--- config.mk ---
export PLATFORM = sky130hd
export DESIGN_NAME = dma_chan_ctl
export DESIGN_NICKNAME = d
export VERILOG_FILES = /design/src/rtl/dma_chan_pkg.sv /design/src/rtl/dma_chan_regs.sv /design/src/rtl/dma_chan_cnt.sv /design/src/rtl/dma_chan_ctl.sv
export SDC_FILE = /design/constraint.sdc
export NUM_CORES = 1
export LEC_CHECK = 0
export ABC_AREA = 1
export ABC_CLOCK_PERIOD_IN_PS = 2900
export BUFFER_PORTS_ARGS = -buffer_cell sky130_fd_sc_hd__buf_2
export CORE_ASPECT_RATIO = 1.75
export CORE_UTILIZATION = 53
export DETAILED_ROUTE_END_ITERATION = 10
export PLACE_DENSITY = 0.88
export SYNTH_ARGS = -nofsm -noshare
export SYNTH_HDL_FRONTEND = slang
export SYNTH_SLANG_ARGS = --single-unit
--- constraint.sdc ---
create_clock -name clk_i -period 2.9 [get_ports clk_i]
set_clock_uncertainty 0.1 [all_clocks]
set_input_delay 0.145 -clock clk_i [delete_from_list [all_inputs] [get_ports clk_i]]
set_output_delay 0.145 -clock clk_i [all_outputs]
set_load 0.01 [all_outputs]
--- src/rtl/dma_chan_pkg.sv ---
package dma_chan_pkg;
  localparam int unsigned CTL_W  = 4;
  localparam int unsigned EN_B   = 0;
  localparam int unsigned DONE_B = 1;
  localparam int unsigned IE_B   = 2;
  localparam int unsigned QCLR_B = 3;
endpackage

--- src/rtl/dma_chan_regs.sv ---
module dma_chan_regs
  import dma_chan_pkg::*;
(
  input  logic             clk_i,
  input  logic             rst_ni,
  input  logic             wr_en_i,
  input  logic [CTL_W-1:0] wr_data_i,
  input  logic             rd_en_i,
  input  logic             expire_i,
  input  logic             qmode_ok_i,
  output logic             en_o,
  output logic             ie_o,
  output logic             done_o,
  output logic             qclr_o
);
  logic en_q, ie_q, done_q, seen_q, qclr_q;
  logic done_clr;

  // flag clears only after software has observed it set
  assign done_clr = wr_en_i && !wr_data_i[DONE_B] && seen_q && done_q;

  always_ff @(posedge clk_i or negedge rst_ni) begin
    if (!rst_ni) begin
      en_q   <= 1'b0;
      ie_q   <= 1'b0;
      done_q <= 1'b0;
      seen_q <= 1'b0;
      qclr_q <= 1'b0;
    end else begin
      if (wr_en_i) begin
        en_q <= wr_data_i[EN_B];
        ie_q <= wr_data_i[IE_B];
      end
      if (expire_i) begin
        done_q <= 1'b1;
        seen_q <= 1'b0;
      end else if (done_clr) begin
        done_q <= 1'b0;
        seen_q <= 1'b0;
      end else if (rd_en_i && done_q) begin
        seen_q <= 1'b1;
      end
      qclr_q <= wr_en_i && wr_data_i[QCLR_B] && qmode_ok_i;
    end
  end

  assign en_o   = en_q;
  assign ie_o   = ie_q;
  assign done_o = done_q;
  assign qclr_o = qclr_q;
endmodule

--- src/rtl/dma_chan_cnt.sv ---
module dma_chan_cnt #(
  parameter int unsigned CNT_W = 16
) (
  input  logic             clk_i,
  input  logic             rst_ni,
  input  logic             load_i,
  input  logic [CNT_W-1:0] val_i,
  input  logic             dec_i,
  output logic [CNT_W-1:0] cnt_o,
  output logic             expire_o
);
  localparam logic [CNT_W-1:0] ONE = CNT_W'(1);

  logic [CNT_W-1:0] cnt_q;
  logic             exp_q;
  logic             nz;

  assign nz = |cnt_q;

  always_ff @(posedge clk_i or negedge rst_ni) begin
    if (!rst_ni) begin
      cnt_q <= '0;
      exp_q <= 1'b0;
    end else begin
      if (load_i)          cnt_q <= val_i;
      else if (dec_i && nz) cnt_q <= cnt_q - ONE;
      // registered so the flag lands one clock after zero
      exp_q <= !load_i && dec_i && (cnt_q == ONE);
    end
  end

  assign cnt_o    = cnt_q;
  assign expire_o = exp_q;
endmodule

--- src/rtl/dma_chan_ctl.sv ---
module dma_chan_ctl
  import dma_chan_pkg::*;
#(
  parameter int unsigned CNT_W = 16
) (
  input  logic             clk_i,
  input  logic             rst_ni,
  input  logic             wr_en_i,
  input  logic [CTL_W-1:0] wr_data_i,
  input  logic             rd_en_i,
  output logic [CTL_W-1:0] rd_data_o,
  input  logic             cnt_load_i,
  input  logic [CNT_W-1:0] cnt_val_i,
  input  logic             xfer_done_i,
  input  logic             nmi_i,
  input  logic             addr_err_i,
  input  logic             master_en_i,
  input  logic             demand_mode_i,
  input  logic             bus_mode_i,
  output logic             active_o,
  output logic             irq_o,
  output logic             qclr_o,
  output logic [CNT_W-1:0] cnt_o
);
  logic en, ie, done, expire, abort_q, abort_in;

  assign abort_in = nmi_i || addr_err_i;

  always_ff @(posedge clk_i or negedge rst_ni) begin
    if (!rst_ni)                              abort_q <= 1'b0;
    else if (abort_in)                        abort_q <= 1'b1;
    else if (wr_en_i && !wr_data_i[EN_B])     abort_q <= 1'b0;
  end

  dma_chan_regs u_regs (
    .clk_i      (clk_i),
    .rst_ni     (rst_ni),
    .wr_en_i    (wr_en_i),
    .wr_data_i  (wr_data_i),
    .rd_en_i    (rd_en_i),
    .expire_i   (expire),
    .qmode_ok_i (demand_mode_i && bus_mode_i),
    .en_o       (en),
    .ie_o       (ie),
    .done_o     (done),
    .qclr_o     (qclr_o)
  );

  assign active_o = en && master_en_i && !done && !abort_q && !abort_in;

  dma_chan_cnt #(.CNT_W(CNT_W)) u_cnt (
    .clk_i    (clk_i),
    .rst_ni   (rst_ni),
    .load_i   (cnt_load_i),
    .val_i    (cnt_val_i),
    .dec_i    (active_o && xfer_done_i),
    .cnt_o    (cnt_o),
    .expire_o (expire)
  );

  always_comb begin
    rd_data_o         = '0;
    rd_data_o[EN_B]   = en;
    rd_data_o[DONE_B] = done;
    rd_data_o[IE_B]   = ie;
  end

  assign irq_o = ie && done;
endmodule

# Word-level counts from Yosys, hierarchy flattened
# Cells that the tools add are included.
# totals
input_bits	31
register_bits	23
wordCells	48
out_inout_bits	23
# classes
muxes	9
n_eq_ne	1
add_sub_neg	1
reduce_logical	29
# ops
cell	count
$mux W16	2
$logic_and A1 B1 Y1	17
$eq A16 B1 Y1 const B	1
$reduce_or A16 Y1	1
$sub A16 B1 Y16 const B	1
$mux W1	7
$logic_not A1 Y1	6
$reduce_bool A2 Y1	3
$reduce_bool A3 Y1	1
$logic_or A1 B1 Y1	1

# Depth between registers and ports, before layout
# depth
ltp_word	8
ltp_mapped	11
ltp_nobuf	11

# By module
# From an unflattened synthesis, not the netlist that was laid out.
# unflattened
hier_cells	238
hier_area_um2	1626.6
# modules_own_cells
mod	cells_each	n_inst	seq_area_each_um2	area_per_inst_um2
dma_chan_cnt	193	1	425.4	1298.7
dma_chan_regs	24	1	125.1	200.2
dma_chan_ctl	21	1	25.0	127.6

# Worst setup path after synthesis
# OpenSTA, ideal clock, no wires.
# synth_timing
kind	register to register
from	register u_cnt.cnt_q[0] (netlist: u_cnt.cnt_o[0])
to	register u_cnt.cnt_q[14] (netlist: u_cnt.cnt_o[14])
t_arrival_ns	1.431
setup_slack_ns	1.253
required_ns	2.684
stages_incl_launch_ff	10
path_buffers	0
setup_time_ns	0.116
synth_period_minus_slack_ns	1.647
path_cell_list	dfrtp_1 inv_1 ha_1 nand2_1 nor2_1 nand3_1 nor2_1 nand2_1 nand3_1 nand2_1
# synth_between
elab_chain_cells	3
word_cells_on_any_way	6
cone_classes	add/sub: 1; mux: 2; reduce/logical: 3
# synth_lines
item	line_no	source
start, declared	dma_chan_cnt.sv:14	logic [CNT_W-1:0] cnt_q;
start signal, assigned	dma_chan_cnt.sv:25	if (load_i) cnt_q <= val_i;
start signal, assigned	dma_chan_cnt.sv:26	else if (dec_i && nz) cnt_q <= cnt_q - ONE;
$sub A16 B1 Y16 or $reduce_or A16 Y1 (tied branches)	dma_chan_cnt.sv:26, dma_chan_cnt.sv:18	
$mux W16 or $logic_and A1 B1 Y1 (tied branches)	dma_chan_cnt.sv:26	
$mux W16 or $reduce_bool A2 Y1 (tied branches)	n/a	
# Several ways; a longest one is shown, not always the timed one. The select of a mux whose other input is x is not followed.
# A chain may end at the register's enable or synchronous reset.

# Worst setup path in the final report
# layout_timing
from	register u_cnt.cnt_q[0] (netlist: u_cnt.cnt_o[0])
to	register u_cnt.cnt_q[4] (netlist: u_cnt.cnt_o[4])
# Same word-level chain as after synthesis.

==> impl_results.md <==
- Outcome: finished clean
- Post-route setup TNS: 0 ps
- FILL cells: 252
- Worst reg2reg path startpoint: u_cnt.cnt_o[0]
- H-Tree Depth: 1
- CP max FO: 14
- Routed wire length: 3.87 mm
- #FFs+latches synth: 23
- DR WL/cell: 12.3 um
- Crit Path Category: flip-flop to flip-flop
- Initial Util: 55.7%
- Hpwl dp: 2.78 mm
- Worst hold-check path type: input port to flip-flop
- NetSw: 0.000287 W
- Cts-stage hold buffer count: 14
- Share of cells above drive strength 1: 22.6%
- DRC: 0
- Setup violations, final: 0
- Hold path startpoint: wr_data_i[3]
- Area of the multi-input gates: 807 um2
- Max-cap violations: 0
- Synth warn: 0
- Logic gate share of total power: 29.1%
- DR iter-0 viols: 49
- R2R setup slack: 1050 ps
- Crit path DAT: 1900 ps
- Crit path time final: 1850 ps
- Most frequent cells after synthesis: 82 x nand2_1, 28 x nand3_1, 27 x nor2_1, 23 x dfrtp_1, 20 x inv_1
- Unique cell type count in the Yosys netlist: 27
- Largest cells by area after synthesis: dfrtp_1 38%, nand2_1 20%, nand3_1 9.2%
- Die width: 42.4 um
- DR vias/cell: 5.23
- Maximum number of pins on one net before global-route repair: 24
- Hold Vio Cnt, Final: 0
- Max stage delay on crit path: 420 ps
- Area Growth Syn to Fin: 28.1%
- Remaining Overflow, GRT: 0
- Slew headroom: 58.0%
- First-pass GRT wire length: 6.55 mm
- Syn avg cell area: 6.73 um2
- Hold Path End: u_regs.qclr_o
- Fraction of registers with async set/reset: 100%
- Finished Layout Cells: 314
- Most frequent cell after synthesis: nand2_1
- Overall global routing resource usage: 28.0%
- Slew @ Worst Pin: 629 ps
- CTS max path bufs: 2
- Placed cells: 296
- Syn Nets: 258
- Clock sink count: 23
- Core area: 2720 um2
- Final ANT Viol Nets: 0
- Row cnt: 25
- Post-synth top area share: 38.0%
- WP data required: 2960 ps
- Post-CTS Resized: 0
- Number of global-route vias before repair: 1579
- Max Fclk: 541 MHz
- Nets: 321
- Register area: 576 um2
- Static leakage: 1.07 nW
- Total CTS buffers: 3
- Seq pwr share: 47.6%
- Initial DRT Pass Iterations: 4
- Power Density: 438 nW/um2
- Clock transition at the registers of the reported paths: 80 ps
- CTS tree: built
- Crit. End Element: flip-flop
- Internal power: 0.000563 W
- Min-Delay Path Depth: 3
- Antenna diode count: 0
- FF-to-FF path depth: 9
- RSZ-0062 raised after global routing: false
- Sw frac: 33.8%
- Worst-path cell chain: inv_1, ha_1, nand2_2, nor2_4, nand2_2, nand2_4, nand2_2, nand2_1, o21ai_1
- Ports: 54
- Vias post-DR: 1641
- Most common cell on crit path: nand2_2
- RePlAce Congestion: 0.891
- Setup Buffers After CTS: 0
- Fin. max-slew vios: 0
- Fin crit share: 63.7%
- Ys flop type: dfrtp_1
- Reg-to-reg critical path endpoint: u_cnt.cnt_o[4]
- Final Hold Slack: 12.4 ps
- Clock root buffer master: clkbuf_8
- Clock power frac: 23.3%
- Port bufs: 52
- Cell taking the most area after synthesis: dfrtp_1
- Slowest CP cell: dfrtp_1
- Syn Inst Count: 225
- DIE HEIGHT: 72.7 um
- VDD IR-drop max: 0.313 mV
- Die Area: 3090 um2
- Number of synthesized flops with an enable pin: 0
- Initial antenna violation count: 0
- Synth Cell Area: 1520 um2
- Startpoint types: flip-flop
- Seq/Total Area, Yosys: 38.0%
- Clock latency at the later pin of the worst-skew pair: 270 ps
==> registers in the layout, indices dropped and copies added (netlist names) <==
name / flops
u_cnt.cnt_o: 16
abort_q: 1
u_cnt.expire_o: 1
u_regs.done_o: 1
u_regs.en_o: 1
u_regs.ie_o: 1
u_regs.qclr_o: 1
u_regs.seen_q: 1
==> per-stage QoR <==
stage | instance area (um2) | util, % | worst slack [ps] | total power, W
after floorplan | 1520 | - | 1250 | 0.000557
after global placement | 1760 | 64.5 | 1150 | 0.000634
after detailed placement | 1760 | 64.5 | 1070 | 0.000642
after CTS | 1940 | 71.3 | 1050 | 0.000862
after global routing | 1940 | 71.3 | 870 | 0.000909
final | 1940 | 71.3 | 1050 | 0.000850
==> routing by layer <==
metal / wire [um] / GRT usage, % / part of all wire (%) / up-vias
li1: - / - / - / 830
met1: 1440 / 27.4 / 37 / 738
met2: 2150 / 55.0 / 56 / 63
met3: 179 / 3.47 / 4.6 / 10
met4: 104 / 13.9 / 2.7 / 0
met5: 0 / 0 / 0 / -
==> placed cells by master, fill, tap and decap left out, types with 4 or more instances in the layout <==
master         count
nand2_1           82
buf_2             52
nand3_1           28
nor2_1            27
dfrtp_1           23
inv_1             20
dlygate4sd3_1     14
nand3b_1           4
==> worst max path at each step <==
stage,start,to,slack (ps),cells after the start
global route,u_cnt.cnt_o[0],u_cnt.cnt_o[14],870,9
global placement,u_cnt.cnt_o[0],u_cnt.cnt_o[4],1150,9
CTS,u_cnt.cnt_o[0],u_cnt.cnt_o[4],1050,9
finish,u_cnt.cnt_o[0],u_cnt.cnt_o[4],1050,9
detailed placement,u_cnt.cnt_o[0],u_cnt.cnt_o[4],1070,9
floorplan,u_cnt.cnt_o[0],u_cnt.cnt_o[14],1250,9
==> final cells by class <==
cell class / count / area share [%]
Multi-Input combinational cell: 173 / 41.6
Sequential cell: 23 / 29.7
Timing Repair Buffer: 66 / 20.6
Inverter: 21 / 4.06
Clock buffer: 4 / 2.32
Tap cell: 27 / 1.74
==> power groups by stage <==
| stage | Combinational (W) | Sequential, W | Clock, W |
|---|---|---|---|
| global route | 0.000282 | 0.000411 | 0.000216 |
| CTS | 0.000248 | 0.000404 | 0.000210 |
| finish | 0.000247 | 0.000405 | 0.000198 |
| detailed placement | 0.000232 | 0.000410 | 0 |
| floorplan | 0.000145 | 0.000411 | 0 |
| global placement | 0.000225 | 0.000409 | 0 |
==> worst max-delay path: cells and delay by family, from the launching register on <==
kind	cells	cell delay, ps
simple gates	6	760
compound gates	1	70
fa+ha+maj	1	240
flops	1	420
buf+inv	1	140
==> kinds of logic (layout without fill, tap and decap cells) <==
logic type	after synthesis	in the layout	synth area share (%)
simple gates	154	154	44.3
buf+inv	29	91	8.75
flops	23	23	38.0
compound gates	12	12	4.79
xor+xnor	4	4	2.31
fa+ha+maj	2	2	1.65
other cells	1	1	0.247
Power figures use the tool's default switching activity.
